`src/rtl/sm_pkg.sv`:
```
package sm_pkg;

  typedef enum logic {
    PATH_MAG_ADD = 1'b0,
    PATH_MAG_SUB = 1'b1
  } sm_path_e;

  function automatic logic fa_sum(input logic x, input logic y, input logic ci);
    return x ^ y ^ ci;
  endfunction

  function automatic logic fa_cout(input logic x, input logic y, input logic ci);
    return (x & y) | (x & ci) | (y & ci);
  endfunction

  // Sign comparison picks the magnitude operation.
  function automatic sm_path_e pick_path(input logic sa, input logic sb, input logic sub);
    return (sa == (sb ^ sub)) ? PATH_MAG_ADD : PATH_MAG_SUB;
  endfunction

endpackage

```
`src/rtl/sm_operand_xor.sv`:
```
module sm_operand_xor #(
  parameter int MAG_W = 4
) (
  input  logic             mode,
  input  logic [MAG_W-1:0] mag_in,
  output logic [MAG_W-1:0] mag_out
);
  for (genvar i = 0; i < MAG_W; i++) begin : g_inv
    assign mag_out[i] = mag_in[i] ^ mode;
  end
endmodule

```
`src/rtl/sm_ripple_adder.sv`:
```
module sm_ripple_adder #(
  parameter int MAG_W = 4
) (
  input  logic [MAG_W-1:0] x,
  input  logic [MAG_W-1:0] y,
  input  logic             cin,
  output logic [MAG_W-1:0] sum,
  output logic             cout
);
  import sm_pkg::*;

  logic [MAG_W:0] chain;
  assign chain[0] = cin;

  for (genvar i = 0; i < MAG_W; i++) begin : g_fa
    assign sum[i]     = fa_sum(x[i], y[i], chain[i]);
    assign chain[i+1] = fa_cout(x[i], y[i], chain[i]);
  end

  assign cout = chain[MAG_W];
endmodule

```
`src/rtl/sm_result_fix.sv`:
```
module sm_result_fix #(
  parameter int MAG_W = 4
) (
  input  sm_pkg::sm_path_e path,
  input  logic             sign_a,
  input  logic [MAG_W-1:0] raw_sum,
  input  logic             carry,
  output logic             fix_sign,
  output logic [MAG_W-1:0] fix_mag,
  output logic             fix_ovf
);
  import sm_pkg::*;

  localparam logic [MAG_W-1:0] ONE = {{(MAG_W-1){1'b0}}, 1'b1};

  logic [MAG_W-1:0] neg_sum;
  assign neg_sum = ~raw_sum + ONE;

  always_comb begin
    fix_sign = sign_a;
    fix_mag  = raw_sum;
    fix_ovf  = 1'b0;
    if (path == PATH_MAG_ADD) begin
      fix_ovf = carry;
    end else if (carry) begin
      if (raw_sum == '0) fix_sign = 1'b0;
    end else begin
      fix_mag  = neg_sum;
      fix_sign = ~sign_a;
    end
  end
endmodule

```
`src/rtl/smag_addsub.sv`:
```
module smag_addsub #(
  parameter int MAG_W = 4
) (
  input  logic             clk,
  input  logic             rst_n,
  input  logic             start,
  input  logic             op_sub,
  input  logic [MAG_W:0]   opa,
  input  logic [MAG_W:0]   opb,
  output logic             res_valid,
  output logic             res_sign,
  output logic [MAG_W-1:0] res_mag,
  output logic             res_ovf,
  output logic             res_carry
);
  import sm_pkg::*;

  logic             sign_a, sign_b;
  logic [MAG_W-1:0] mag_a, mag_b, mag_b_x, raw_sum;
  logic             carry, mode;
  sm_path_e         path;
  logic             fix_sign, fix_ovf;
  logic [MAG_W-1:0] fix_mag;

  assign sign_a = opa[MAG_W];
  assign sign_b = opb[MAG_W];
  assign mag_a  = opa[MAG_W-1:0];
  assign mag_b  = opb[MAG_W-1:0];
  assign path   = pick_path(sign_a, sign_b, op_sub);
  assign mode   = (path == PATH_MAG_SUB);

  sm_operand_xor #(.MAG_W(MAG_W)) u_xor (
    .mode(mode), .mag_in(mag_b), .mag_out(mag_b_x)
  );

  sm_ripple_adder #(.MAG_W(MAG_W)) u_add (
    .x(mag_a), .y(mag_b_x), .cin(mode), .sum(raw_sum), .cout(carry)
  );

  sm_result_fix #(.MAG_W(MAG_W)) u_fix (
    .path(path), .sign_a(sign_a), .raw_sum(raw_sum), .carry(carry),
    .fix_sign(fix_sign), .fix_mag(fix_mag), .fix_ovf(fix_ovf)
  );

  always_ff @(posedge clk) begin
    if (!rst_n) begin
      res_valid <= 1'b0;
      res_sign  <= 1'b0;
      res_mag   <= '0;
      res_ovf   <= 1'b0;
      res_carry <= 1'b0;
    end else begin
      res_valid <= start;
      if (start) begin
        res_sign  <= fix_sign;
        res_mag   <= fix_mag;
        res_ovf   <= fix_ovf;
        res_carry <= carry;
      end
    end
  end
endmodule

```
`config.mk`:
```
export PLATFORM = sky130hd
export DESIGN_NAME = smag_addsub
export DESIGN_NICKNAME = d
export VERILOG_FILES = /design/src/rtl/sm_pkg.sv /design/src/rtl/sm_operand_xor.sv /design/src/rtl/sm_ripple_adder.sv /design/src/rtl/sm_result_fix.sv /design/src/rtl/smag_addsub.sv
export SDC_FILE = /design/constraint.sdc
export NUM_CORES = 1
export LEC_CHECK = 0
export BUFFER_PORTS_ARGS = -buffer_cell sky130_fd_sc_hd__buf_2
export CAP_MARGIN = 30
export CELL_PAD_IN_SITES_DETAIL_PLACEMENT = 1
export CELL_PAD_IN_SITES_GLOBAL_PLACEMENT = 2
export CORE_ASPECT_RATIO = 0.8
export CORE_MARGIN = 3
export CORE_UTILIZATION = 25
export DETAILED_ROUTE_END_ITERATION = 8
export PLACE_DENSITY = 0.74
export SLEW_MARGIN = 20
export SYNTH_ARGS = -nofsm -noshare
export SYNTH_HDL_FRONTEND = slang
export SYNTH_SLANG_ARGS = --single-unit
```
`constraint.sdc`:
```
create_clock -name clk -period 3.6 [get_ports clk]
set_clock_uncertainty 0.2 [all_clocks]
set_input_delay 0.72 -clock clk [delete_from_list [all_inputs] [get_ports clk]]
set_output_delay 0.72 -clock clk [all_outputs]
set_load 0.02 [all_outputs]
```
Yosys cells after proc, flatten, opt, wreduce, memory -nomap -nowiden --
Index checks and enable logic that the tools add are counted. Widths: inputs -> output; s select.
Operators by class: add/subtract/negate cells 1, equal/unequal tests 1, multiplexer cells 7, bitwise gates (word level) 35, reduce and logical (&&, ||, !) cells 1
Operator list (count):
- $xor 1x1->1 | 13
- $and 1x1->1 | 12
- $mux 4 | 2
- $or 1x1->1 | 8
- $mux 1 | 5
- $add 4x1->4 const B | 1
- $logic_not 4->1 | 1
- $not 4->4 | 1
- $eq 1x1->1 | 1
- $not 1->1 | 1
Storage, ports and cells: register bits after elaboration 8, input port bits 14, word-level logic and storage cells 50

Longest topological paths before layout --
depth after elaboration 18, mapped depth 11, gate-level depth less buffers 11

Cells and area by module --
A second synthesis with hierarchy kept.
Second synthesis, totals: cells, all modules 59, area, all modules 581.8 sq um
By module, submodules not included:
- smag_addsub | instances 1, cells an instance 26, area each 310.3 sq um, sequential area each 160.2 sq um
- sm_result_fix | instances 1, cells an instance 15, area each 118.9 sq um, sequential area each 0.0 sq um
- sm_ripple_adder | instances 1, cells an instance 14, area each 117.6 sq um, sequential area each 0.0 sq um
- sm_operand_xor | instances 1, cells an instance 4, area each 35.0 sq um, sequential area each 0.0 sq um

Least setup slack after synthesis --
Ideal clock, no wire load.
path kind input-to-reg, start point in opa[4], end point reg res_sign, arrival time 3.046 ns, required time 3.285 ns, path slack 0.239 ns, stages on the path 9, path buffers 0, cells stage by stage xnor3_2 > xor2_1 > fa_1 > fa_1 > inv_1 > fa_1 > o21ai_0 > a21oi_1 > o21a_1
On the way: word-level cells in the longest chain between the ends 17, elaborated cells on any way between the ends 39, those cells by class eq/ne (1); mux (4); bitwise (33); reduce/logical (1)
RTL lines:
- start: declaration | line smag_addsub.sv:8 | input logic [MAG_W:0] opa,
- $eq 1x1->1 | line sm_pkg.sv:18 | return (sa == (sb ^ sub)) ? PATH_MAG_ADD : PATH_MAG_SUB;
- $mux 1 | line sm_pkg.sv:18
- $xor 1x1->1 | line sm_operand_xor.sv:9 | assign mag_out[i] = mag_in[i] ^ mode;
- $and 1x1->1 | line sm_pkg.sv:13 | return (x & y) | (x & ci) | (y & ci);
- $or 1x1->1 (2 in series) | line sm_pkg.sv:13
- $and 1x1->1 | line sm_pkg.sv:13
- $or 1x1->1 (2 in series) | line sm_pkg.sv:13
- $and 1x1->1 | line sm_pkg.sv:13
- $or 1x1->1 (2 in series) | line sm_pkg.sv:13
- $xor 1x1->1 or $and 1x1->1 (tied branches) | line sm_pkg.sv:9, sm_pkg.sv:13
- $logic_not 4->1 or $or 1x1->1 (tied branches) | line sm_result_fix.sv:26, sm_pkg.sv:13
- $mux 1 or $or 1x1->1 (tied branches) | line sm_result_fix.sv:26, sm_pkg.sv:13
- $mux 1 | line sm_result_fix.sv:25 | end else if (carry) begin
- $mux 1 (*) | line sm_result_fix.sv:23 | if (path == PATH_MAG_ADD) begin
- end signal: assignment | line smag_addsub.sv:55 | res_sign <= fix_sign;
- end: declaration | line smag_addsub.sv:11 | output logic res_sign,
Mark *: on every way between the ends. The rest lies on a longest branch, timed or not. A chain may end at the register's enable or synchronous reset.

Final worst setup path --
Same ends and word-level chain as after synthesis.

==> impl_metrics.yaml <==
timing:
  final.setup.tns_ns: 0
  tightest_slew_ns: 0.329
  period_share_pct: 89.5
  max_slew_margin_pct: 77.9
  setup_slack_ns: 0.378
  setup_viol: 0
  grt_setup_unrepaired: "no"
  clock.fmax_mhz: 310
  hold_viol: 0
  slew_violations: 0
  fin_crit_ns: 3.22
critical_path:
  cp_top_family: "adder cells"
  cpPeakStageDelay_ns: 0.45
  slowest_stage: "xnor3_2"
  cp-end-kind: "flop"
  cp.required_ns: 3.54
  reg2reg_depth: 2
  crit_path_start_kind: "input pin"
  r2r_slack_ns: 2.70
  critPathMaxFanout: 3
  cp_num_buf_inv: 2
  cp_cell_sequence: "buf_2 > xnor3_2 > xor2_1 > fa_1 > fa_1 > inv_1 > fa_1 > o21ai_0 > a21oi_1 > o21a_1"
  timing.rr.end: "res_sign"
  crit_top_cell: "fa_1"
  reg2reg_from: "res_sign"
  crit_start: "opa[4]"
  critPathArrivalTime_ns: 3.17
  worstSetupPathType: "in2reg"
cts:
  postCtsHoldBufs: 0
  htree_num_levels: 1
  root_buffer: "clkbuf_4"
  clock_latency_ns: 0.25
  numCtsBuffers: 3
  cts_tree: "yes"
  cts_resized: 0
  cts_setup_buffers: 0
  clk_pin_slew_ns: 0.05
  cts.sinks: 8
  cts.path.max_buffers: 2
min_path:
  whs_path_depth: 1
  hold_path.class: "reg2reg"
  hp-start: "res_mag[0]"
  holdPathEnd: "res_mag[0]"
synthesis:
  ys_seq_area_share_pct: 31.4
  syn_avg_cell_area_um2: 9.61
  synth.cell_area_um2: 509
  syn_inst: 53
  ys_warn_count: 0
  synth.area.top_cells: "dfxtp_1 (31%), fa_1 (12%), xnor2_1 (6.9%)"
  synth_top_area_share_pct: 31.4
  synth_largest_area_cell: "dfxtp_1"
  ys_types: 26
  synth_seq_cells: 8
  syn-num-nets: 71
routing:
  avgRoutedWirePerCell_um: 11.6
  via_per_inst: 4.63
  drt_iter0_drc: 3
  vias: 458
  dr.pass1.iters: 2
  drc: 0
  routed_wl_um: 1150
  ant_nets: 0
global_route:
  antenna_found_initial: 0
  grt_max_degree: 16
  grt_pass1_wl_um: 1900
  grt_usage_pct: 10.0
  grt_overflow: 0
  grt_pass1_vias: 448
run_status:
  status: "completed"
die:
  pin_count: 22
  start_util_pct: 28.7
  rows: 13
  die_x_um: 56.5
  die-area_um2: 2620
  fp.dieH_um: 46.4
  coreArea_um2: 1770
finish:
  n_fill_cell: 228
  n_antenna_cell: 0
  nets: 97
  drive_above_1_share_pct: 36.4
  area.growth.synth_to_final_pct: 31.9
place:
  dp_slack_ns: 0.106
  routabilityCongestion: 0.727
  portBuffers: 21
  dp_hpwl_um: 949
power:
  leakagePower_nw: 0.320
  powerDensity_nw_per_um2: 474
  ir_drop_mv: 0.179
run:
  drv_cap: 0
-- Yosys cell counts --
library cell  n
clkbuf_1      2
a21boi_0      1
nor2b_1       2
and2_1        1
xnor2_1       4
nor3_1        1
o211a_1       1
nor2_1        1
inv_1         4
o21a_1        1
fa_1          3
nand2_1       2
ha_1          1
o211ai_1      1
mux2i_1       1
a21oi_1       4
nand3_1       1
o21ai_0       5
dfxtp_1       8
nand2b_1      1
xor2_1        2
o31ai_1       1
nand4_1       1
xnor3_2       1
nand3b_1      2
a311oi_2      1
-- power by group --
part / internal [mW] / leakage [nW] / switching (mW)
clock: 0.0381 / 0.0138 / 0.0302
sequential: 0.100 / 0.0662 / 0.00494
combinational: 0.0650 / 0.240 / 0.0796
total: 0.204 / 0.320 / 0.115
-- cell type report --
| cell class | count | area (um2) | share of cell area, % |
|---|---|---|---|
| multi-input cells | 39 | 327 | 48.6 |
| inverters | 4 | 15.0 | 2.23 |
| flip-flops and latches | 8 | 160 | 23.8 |
| repair buffers | 23 | 120 | 17.9 |
| well taps | 22 | 27.5 | 4.10 |
| clock buffers | 3 | 22.5 | 3.35 |
-- per-layer routing --
layer	track usage, %	share of wire [%]	wire (um)
met5	0	0	0
met1	11.5	48	545
met4	4.27	0.87	10
met2	15.7	43	495
met3	5.60	8.3	95
-- cells by family after synthesis --
logic type      Yosys count  synth area share (%)
simple gates             12                  13.3
compound gates           15                  19.7
flops                     8                  31.4
mux                       1                  1.97
fa+ha+maj                 4                  14.3
xor+xnor                  7                  15.0
buf+inv                   6                  4.42
-- worst register-to-register path: cells and delay by family, from the launching register on --
family / cells / cell delay (ns)
AO/OA/AOI/OAI: 1 / 0.17
AND/OR/NAND/NOR: 1 / 0.12
flip-flops: 1 / 0.31
-- worst max path at each step --
stage / to / depth (start not counted)
finish: res_sign / 10
global route: res_sign / 10
CTS: res_sign / 10
detailed placement: res_sign / 10
global placement: res_sign / 10
floorplan: res_sign / 9
-- stage by stage --
step / util, % / hold slack, ns / instances / instance area [um2] / power [mW]
2_1_floorplan: - / 0.351 / 53 / 509 / 0.209
3_3_place_gp: 36.6 / 0.260 / 96 / 649 / 0.252
3_5_place_dp: 36.6 / 0.267 / 96 / 649 / 0.255
4_1_cts: 37.9 / 0.280 / 99 / 672 / 0.327
5_1_grt: 37.9 / 0.312 / 99 / 672 / 0.348
6_report: 37.9 / 0.273 / 99 / 672 / 0.318
-- flip-flops by register name, summed over array words and instances, names as in the netlist --
name,cells
res_mag,4
res_valid,1
res_ovf,1
res_sign,1
res_carry,1
-- cells in the final DEF, fill, tap and decap left out --
master / netlist / final
clkbuf_4: 0 / 3
buf_2: 0 / 21
nor2b_1: 2 / 2
nor3_1: 1 / 1
nor2_1: 1 / 1
mux2i_1: 1 / 1
xnor3_2: 1 / 1
and2_1: 1 / 1
dfxtp_1: 8 / 8
nand2_1: 2 / 2
fa_1: 3 / 3
o31ai_1: 1 / 1
o211ai_1: 1 / 1
buf_4: 0 / 2
a21oi_1: 4 / 4
nand3b_1: 2 / 2
xnor2_1: 4 / 4
a311oi_2: 1 / 1
xor2_1: 2 / 2
a21boi_0: 1 / 1
o21ai_0: 5 / 5
nand4_1: 1 / 1
inv_1: 4 / 4
ha_1: 1 / 1
o21a_1: 1 / 1
nand2b_1: 1 / 1
nand3_1: 1 / 1
o211a_1: 1 / 1
Note: power is estimated with default switching activity, not from simulation.
